File: src/rtl/dbg_abn_pkg.sv
package dbg_abn_pkg;
    typedef enum logic [1:0] {
        ACC_LOAD  = 2'd0,
        ACC_STORE = 2'd1,
        ACC_FETCH = 2'd2
    } acc_kind_e;
endpackage

File: src/rtl/dbg_abn_auth.sv
module dbg_abn_auth #(
    parameter bit SEC_EXT = 1'b1
) (
    input  logic clk,
    input  logic rst_n,
    input  logic cfg_we,
    input  logic cfg_cancel,
    input  logic cfg_halt,
    input  logic dbg_en,
    input  logic sec_dbg_en,
    input  logic halt_ack,
    output logic cancel_o,
    output logic halt_o
);
    typedef struct packed {
        logic cancel;
        logic halt;
    } flag_t;

    flag_t st_d, st_q;
    logic  permit;

    // The gating mode is chosen at build time.
    generate
        if (SEC_EXT) begin : g_sec
            assign permit = dbg_en & sec_dbg_en;
        end else begin : g_nosec
            assign permit = dbg_en;
        end
    endgenerate

    always_comb begin
        st_d = st_q;
        if (cfg_we && permit) begin
            if (cfg_halt) st_d.halt = 1'b1;
            // Cancel may only stand alongside a pending halt.
            if (cfg_cancel && (cfg_halt || st_q.halt)) st_d.cancel = 1'b1;
        end
        if (halt_ack) begin
            st_d.cancel = 1'b0;
            st_d.halt   = 1'b0;
        end
        if (!rst_n) st_d = '0;
    end

    always_ff @(posedge clk) st_q <= st_d;

    assign cancel_o = st_q.cancel;
    assign halt_o   = st_q.halt;

    p_cancel_with_halt_r4: assert property (@(posedge clk) disable iff (!rst_n)
        st_q.cancel |-> st_q.halt);
    p_ack_clears_r5: assert property (@(posedge clk) disable iff (!rst_n)
        halt_ack |=> (!st_q.cancel && !st_q.halt));
    p_gate_r2: assert property (@(posedge clk) disable iff (!rst_n)
        $rose(st_q.cancel) |-> $past(cfg_we && cfg_cancel && dbg_en && (!SEC_EXT || sec_dbg_en)));
endmodule

File: src/rtl/dbg_abn_req_stage.sv
module dbg_abn_req_stage
    import dbg_abn_pkg::*;
#(
    parameter int AW = 32,
    parameter int DW = 32
) (
    input  logic          clk,
    input  logic          rst_n,
    input  logic          load,
    input  logic [1:0]    kind_i,
    input  logic [AW-1:0] addr_i,
    input  logic [DW-1:0] wdata_i,
    input  logic          cancel,
    input  logic          dn_ready,
    output logic          dn_valid,
    output logic [1:0]    dn_kind,
    output logic [AW-1:0] dn_addr,
    output logic [DW-1:0] dn_wdata,
    output logic          space
);
    typedef struct packed {
        logic          valid;
        logic          zero;
        acc_kind_e     kind;
        logic [AW-1:0] addr;
        logic [DW-1:0] wdata;
    } stage_t;

    stage_t st_d, st_q;

    always_comb begin
        st_d = st_q;
        if (load) begin
            st_d.valid = 1'b1;
            st_d.zero  = 1'b0;
            st_d.kind  = acc_kind_e'(kind_i);
            st_d.addr  = addr_i;
            st_d.wdata = wdata_i;
        end else if (st_q.valid && dn_ready) begin
            st_d.valid = 1'b0;
            st_d.zero  = 1'b0;
        end else if (st_q.valid && cancel) begin
            st_d.zero  = 1'b1;
        end
        if (!rst_n) st_d = '0;
    end

    always_ff @(posedge clk) st_q <= st_d;

    assign dn_valid = st_q.valid;
    assign dn_kind  = st_q.kind;
    assign dn_addr  = st_q.addr;
    assign dn_wdata = ((cancel || st_q.zero) && st_q.kind == ACC_STORE) ? '0 : st_q.wdata;
    assign space    = !st_q.valid || dn_ready;

    p_hold_r6: assert property (@(posedge clk) disable iff (!rst_n)
        (dn_valid && !dn_ready) |=> (dn_valid && $stable(dn_addr)));
    p_load_when_space_r6: assert property (@(posedge clk) disable iff (!rst_n)
        load |-> space);
endmodule

File: src/rtl/dbg_abn_tracker.sv
module dbg_abn_tracker #(
    parameter int DEPTH = 4,
    parameter int DW    = 32
) (
    input  logic          clk,
    input  logic          rst_n,
    input  logic          push,
    input  logic          cancel,
    input  logic          dn_rsp_valid,
    input  logic [DW-1:0] dn_rsp_rdata,
    input  logic          dn_rsp_err,
    output logic          full,
    output logic          up_rsp_valid,
    output logic [DW-1:0] up_rsp_rdata,
    output logic          up_rsp_err
);
    localparam int IW = $clog2(DEPTH);
    localparam int PW = IW + 1;

    typedef struct packed {
        logic [PW-1:0]    head;
        logic [PW-1:0]    rsp;
        logic [PW-1:0]    tail;
        logic [DEPTH-1:0] abn;
    } trk_t;

    trk_t st_d, st_q;

    logic [PW-1:0] count;
    logic          head_abn;
    logic          fwd, local_done, unanswered;

    assign count      = st_q.tail - st_q.head;
    assign full       = (count == PW'(DEPTH));
    assign head_abn   = st_q.abn[st_q.head[IW-1:0]];
    assign unanswered = (st_q.rsp != st_q.tail);
    assign fwd        = dn_rsp_valid && !head_abn;
    assign local_done = cancel && !fwd && unanswered;

    always_comb begin
        st_d = st_q;
        if (dn_rsp_valid) begin
            st_d.abn[st_q.head[IW-1:0]] = 1'b0;
            st_d.head = st_q.head + 1'b1;
        end
        if (local_done) st_d.abn[st_q.rsp[IW-1:0]] = 1'b1;
        if (fwd || local_done) st_d.rsp = st_q.rsp + 1'b1;
        if (push) begin
            st_d.abn[st_q.tail[IW-1:0]] = 1'b0;
            st_d.tail = st_q.tail + 1'b1;
        end
        if (!rst_n) st_d = '0;
    end

    always_ff @(posedge clk) st_q <= st_d;

    assign up_rsp_valid = fwd || local_done;
    assign up_rsp_rdata = fwd ? dn_rsp_rdata : '0;
    assign up_rsp_err   = fwd ? dn_rsp_err : 1'b0;

    p_no_overflow_r11: assert property (@(posedge clk) disable iff (!rst_n)
        count <= PW'(DEPTH));
    p_no_push_full_r11: assert property (@(posedge clk) disable iff (!rst_n)
        full |-> !push);
    p_rsp_has_entry_r8: assert property (@(posedge clk) disable iff (!rst_n)
        dn_rsp_valid |-> (count != '0));
    p_fwd_is_oldest_r12: assert property (@(posedge clk) disable iff (!rst_n)
        fwd |-> (st_q.head == st_q.rsp));
endmodule

File: src/rtl/dbg_bus_abandon.sv
module dbg_bus_abandon #(
    parameter bit SEC_EXT = 1'b1,
    parameter int DEPTH   = 4,
    parameter int AW      = 32,
    parameter int DW      = 32
) (
    input  logic          clk,
    input  logic          rst_n,
    input  logic          cfg_we,
    input  logic          cfg_cancel,
    input  logic          cfg_halt,
    input  logic          dbg_en,
    input  logic          sec_dbg_en,
    output logic          halt_req,
    input  logic          halt_ack,
    input  logic          core_halted,
    output logic          cancel_active,
    input  logic          up_req_valid,
    output logic          up_req_ready,
    input  logic [1:0]    up_req_kind,
    input  logic [AW-1:0] up_req_addr,
    input  logic [DW-1:0] up_req_wdata,
    output logic          up_rsp_valid,
    output logic [DW-1:0] up_rsp_rdata,
    output logic          up_rsp_err,
    output logic          dn_req_valid,
    input  logic          dn_req_ready,
    output logic [1:0]    dn_req_kind,
    output logic [AW-1:0] dn_req_addr,
    output logic [DW-1:0] dn_req_wdata,
    input  logic          dn_rsp_valid,
    input  logic [DW-1:0] dn_rsp_rdata,
    input  logic          dn_rsp_err
);
    logic cancel_q, full, space, fire;

    dbg_abn_auth #(.SEC_EXT(SEC_EXT)) u_auth (
        .clk(clk), .rst_n(rst_n), .cfg_we(cfg_we), .cfg_cancel(cfg_cancel),
        .cfg_halt(cfg_halt), .dbg_en(dbg_en), .sec_dbg_en(sec_dbg_en),
        .halt_ack(halt_ack), .cancel_o(cancel_q), .halt_o(halt_req)
    );

    assign cancel_active = cancel_q;
    assign up_req_ready  = !full && space && !cancel_q && !core_halted;
    assign fire          = up_req_valid && up_req_ready;

    dbg_abn_req_stage #(.AW(AW), .DW(DW)) u_stage (
        .clk(clk), .rst_n(rst_n), .load(fire), .kind_i(up_req_kind),
        .addr_i(up_req_addr), .wdata_i(up_req_wdata), .cancel(cancel_q),
        .dn_ready(dn_req_ready), .dn_valid(dn_req_valid), .dn_kind(dn_req_kind),
        .dn_addr(dn_req_addr), .dn_wdata(dn_req_wdata), .space(space)
    );

    dbg_abn_tracker #(.DEPTH(DEPTH), .DW(DW)) u_trk (
        .clk(clk), .rst_n(rst_n), .push(fire), .cancel(cancel_q),
        .dn_rsp_valid(dn_rsp_valid), .dn_rsp_rdata(dn_rsp_rdata),
        .dn_rsp_err(dn_rsp_err), .full(full), .up_rsp_valid(up_rsp_valid),
        .up_rsp_rdata(up_rsp_rdata), .up_rsp_err(up_rsp_err)
    );

    p_blocked_r10: assert property (@(posedge clk) disable iff (!rst_n)
        (cancel_active || core_halted) |-> !up_req_ready);
    p_local_needs_cancel_r7: assert property (@(posedge clk) disable iff (!rst_n)
        (up_rsp_valid && !dn_rsp_valid) |-> cancel_active);
    p_local_clean_r7: assert property (@(posedge clk) disable iff (!rst_n)
        (up_rsp_valid && !dn_rsp_valid) |-> (up_rsp_rdata == '0 && !up_rsp_err));
endmodule

File: config.mk
export PLATFORM = sky130hd
export DESIGN_NAME = dbg_bus_abandon
export DESIGN_NICKNAME = d
export VERILOG_FILES = /design/src/rtl/dbg_abn_pkg.sv /design/src/rtl/dbg_abn_auth.sv /design/src/rtl/dbg_abn_req_stage.sv /design/src/rtl/dbg_abn_tracker.sv /design/src/rtl/dbg_bus_abandon.sv
export SDC_FILE = /design/constraint.sdc
export NUM_CORES = 1
export LEC_CHECK = 0
export BUFFER_PORTS_ARGS = -buffer_cell sky130_fd_sc_hd__buf_4
export CAP_MARGIN = 20
export CORE_MARGIN = 3
export CORE_UTILIZATION = 35
export CTS_CLUSTER_DIAMETER = 30
export CTS_CLUSTER_SIZE = 10
export DETAILED_ROUTE_END_ITERATION = 6
export GPL_ROUTABILITY_DRIVEN = 1
export GPL_TIMING_DRIVEN = 0
export PLACE_DENSITY_LB_ADDON = 0.1
export RECOVER_POWER = 100
export SLEW_MARGIN = 5
export SYNTH_ARGS = -nofsm -noshare
export SYNTH_HDL_FRONTEND = slang
export SYNTH_SLANG_ARGS = --single-unit
File: constraint.sdc
create_clock -name clk -period 2.4 [get_ports clk]
set_input_delay 0.72 -clock clk [delete_from_list [all_inputs] [get_ports clk]]
set_output_delay 0.72 -clock clk [all_outputs]
set_load 0.01 [all_outputs]
==> results.ini <==
[grt]
antenna_found_initial = 0
grt_pass1_wl_mm = 24.0
grt_usage_pct = 20.4
grt_pass1_vias = 4821
grt_max_degree = 14
grt-ovfl-total = 0

[clocking]
cts_buffer_depth = 2
htreeDepth = 3
hold_buffers = 0
cts_inserted_buffers = 9
cts_tree = built
clk_pin_slew_ns = 0.06
clock_sinks = 83
insertion_delay_ns = 0.34
clock-root-buffer = clkbuf_16

[synthesis]
ys.flop_type = dfxtp_1
synth.most_common_cell = dfxtp_1
synth-edff-count = 0
synth_area_leader_cell = dfxtp_1
seq_area_frac_synth_pct = 36.1
syn_inst = 530
synth_top_area_share_pct = 36.1
syn_avg_cell_area_um2 = 8.69
synth_nets = 655
synth.area.top_cells = dfxtp_1 36%, o211ai_1 11%, o31ai_1 11%
syn-cell-area_um2 = 4610
yosys_register_bits = 83
synth-async-reset-ratio_pct = 0
ys_top_cells_by_count = 83 x dfxtp_1, 70 x o211ai_1, 69 x a21oi_1
yosysWarnings = 0
yosysUniqueCellTypes = 37

[place]
port_buffers = 212
dp_hpwl_mm = 11.4
pre_cts_ws_ns = -0.477
dpl.cell_count = 914
gp_congestion = 0.809

[timing]
rsz0062_at_grt = true
slew_headroom_pct = 46.9
finalHoldViolations = 0
worst_slack_ns = -0.238
min_period_ns = 2.64
fmax_ghz = 0.379
setup_viol = 46
fin_crit_sh_pct = 110
drv_slew = 0
tightest_slew_ns = 0.794
fin_worst_skew_ns = 0.00696

[detailed_routing]
finalWirelength_mm = 15.7
wl_per_cell_um = 16.6
dr.pass1.iters = 4
via_count = 4851
drc = 0
vias_per_cell = 5.11
first_iter_violations = 333
ant_nets = 0

[worst_hold_path]
min-delay-start = u_stage.st_q[13]
hold_path_class = reg -> reg

[final_layout]
layout.cells.non_filler = 949
drive_above_1_share_pct = 41.8
n_antenna_cell = 0
final_net_count = 898
syn_to_final_growth_pct = 55.2

[run]
cap_violations = 0

[floorplanning]
ios = 215
die_area_um2 = 14600
fp.dieH_um = 121
die_width_um = 121
start_util_pct = 36.2
core_area_um2 = 12700
num_rows = 41

[setup_path]
path_max_fanout = 5
r2r-start = u_trk.st_q[10]
worst-setup-path-type = reg -> out
end_kind = output pin
start_kind = register
cp-startpoint = u_trk.st_q[10]
cp.required_ns = 1.68
worstPathArrival_ns = 1.92

[pwr]
powerDensity_nw_per_um2 = 548
leakage_nw = 3.05
peakVddDrop_mv = 0.281

[status]
failed_checks = negative setup slack
outcome = finished, violations left

[stage by stage]
step                      cell area (um2)  power, mW  hold slack (ns)  util (%)  setup TNS (ns)
after CTS                            6910       3.89            0.469      54.3           -7.68
after floorplan                      4630       2.02            0.444         -               0
after global routing                 7150       4.12            0.490      56.2          -12.17
after global placement               6430       2.44            0.450      50.6          -13.17
after detailed placement             6430       2.46            0.461      50.6          -16.88
final                                7150       3.92            0.463      56.2           -7.36
[area by class of cell]
class | count | area [um2]
plain buffers | 93 | 573
well taps | 172 | 215
multi-input cells | 344 | 2550
repair buffers | 233 | 1810
flip-flops and latches | 83 | 1670
inverters | 9 | 36.3
fillers | 1226 | 5570
clock buffers | 11 | 233
clock inverters | 4 | 51.3
[sequential cells by signal, summed over array words and instances, names as in the netlist]
| register | cells |
|---|---|
| u_stage.dn_kind | 2 |
| u_stage.dn_addr | 32 |
| u_stage.st_q | 33 |
| u_auth.halt_o | 1 |
| u_auth.cancel_o | 1 |
| u_trk.st_q | 13 |
| u_stage.dn_valid | 1 |
[worst max-delay path: stages (launching register included)]
cell	delay, ns
dfxtp_4	0.36
mux4_2	0.53
nor2b_4	0.17
buf_8	0.15
clkbuf_16	0.14
and2_4	0.13
buf_6	0.09
[cell usage in the layout (no fill, tap or decap), types with 3 or more instances in the layout]
cell type  count
nand2b_1       3
nor3_1         3
a211oi_1       3
nor2_1         3
o31ai_1       68
xor2_1         4
mux2i_1        4
o211ai_1      70
and2_4        33
clkbuf_4       7
buf_8          4
nand2_1        8
ha_1          12
dfxtp_4        3
and2_1        32
a32oi_1        3
dfxtp_1       79
clkbuf_16     11
inv_1          5
a21oi_1       69
buf_6         40
clkbuf_1      71
buf_2          7
buf_4        194
[final timing paths]
check             cells past startpoint                to  slack [ns]
hold / removal                        2  u_stage.st_q[13]        0.46
setup / recovery                      6  up_rsp_rdata[17]       -0.24
hold reg to reg                       2  u_stage.st_q[13]        0.46
setup reg to reg                      8     u_trk.st_q[3]        0.24
[where the power goes]
group / internal (mW) / switching [mW]
sequential: 1.45 / 0.0478
combinational: 0.507 / 0.541
clock: 0.803 / 0.568
[logic make-up after synthesis]
group | after synthesis | synth area share (%)
and+or+nand+nor | 96 | 12.8
muxes | 5 | 1.36
buffers and inverters | 103 | 11.9
AOI/OAI and AO/OA | 222 | 32.6
adders and majority gates | 14 | 3.80
xor gates and xnor gates | 7 | 1.49
DFF | 83 | 36.1
[metal layers]
layer  GRT usage, %  routed length, um  vias up
li1               -                  -     2407
met1           26.2               6690     2287
met2           33.9               7920      139
met3           4.26                858       18
met4           7.15                236        0
met5              0                  0        -
[what timing repair did]
action,CTS,global route
pin swaps,6,36
gates cloned,1,3
setup buffers,8,9
gates resized for setup,42,82
setup endpoints to repair,134,112
Note: power is estimated with default switching activity, not from simulation.
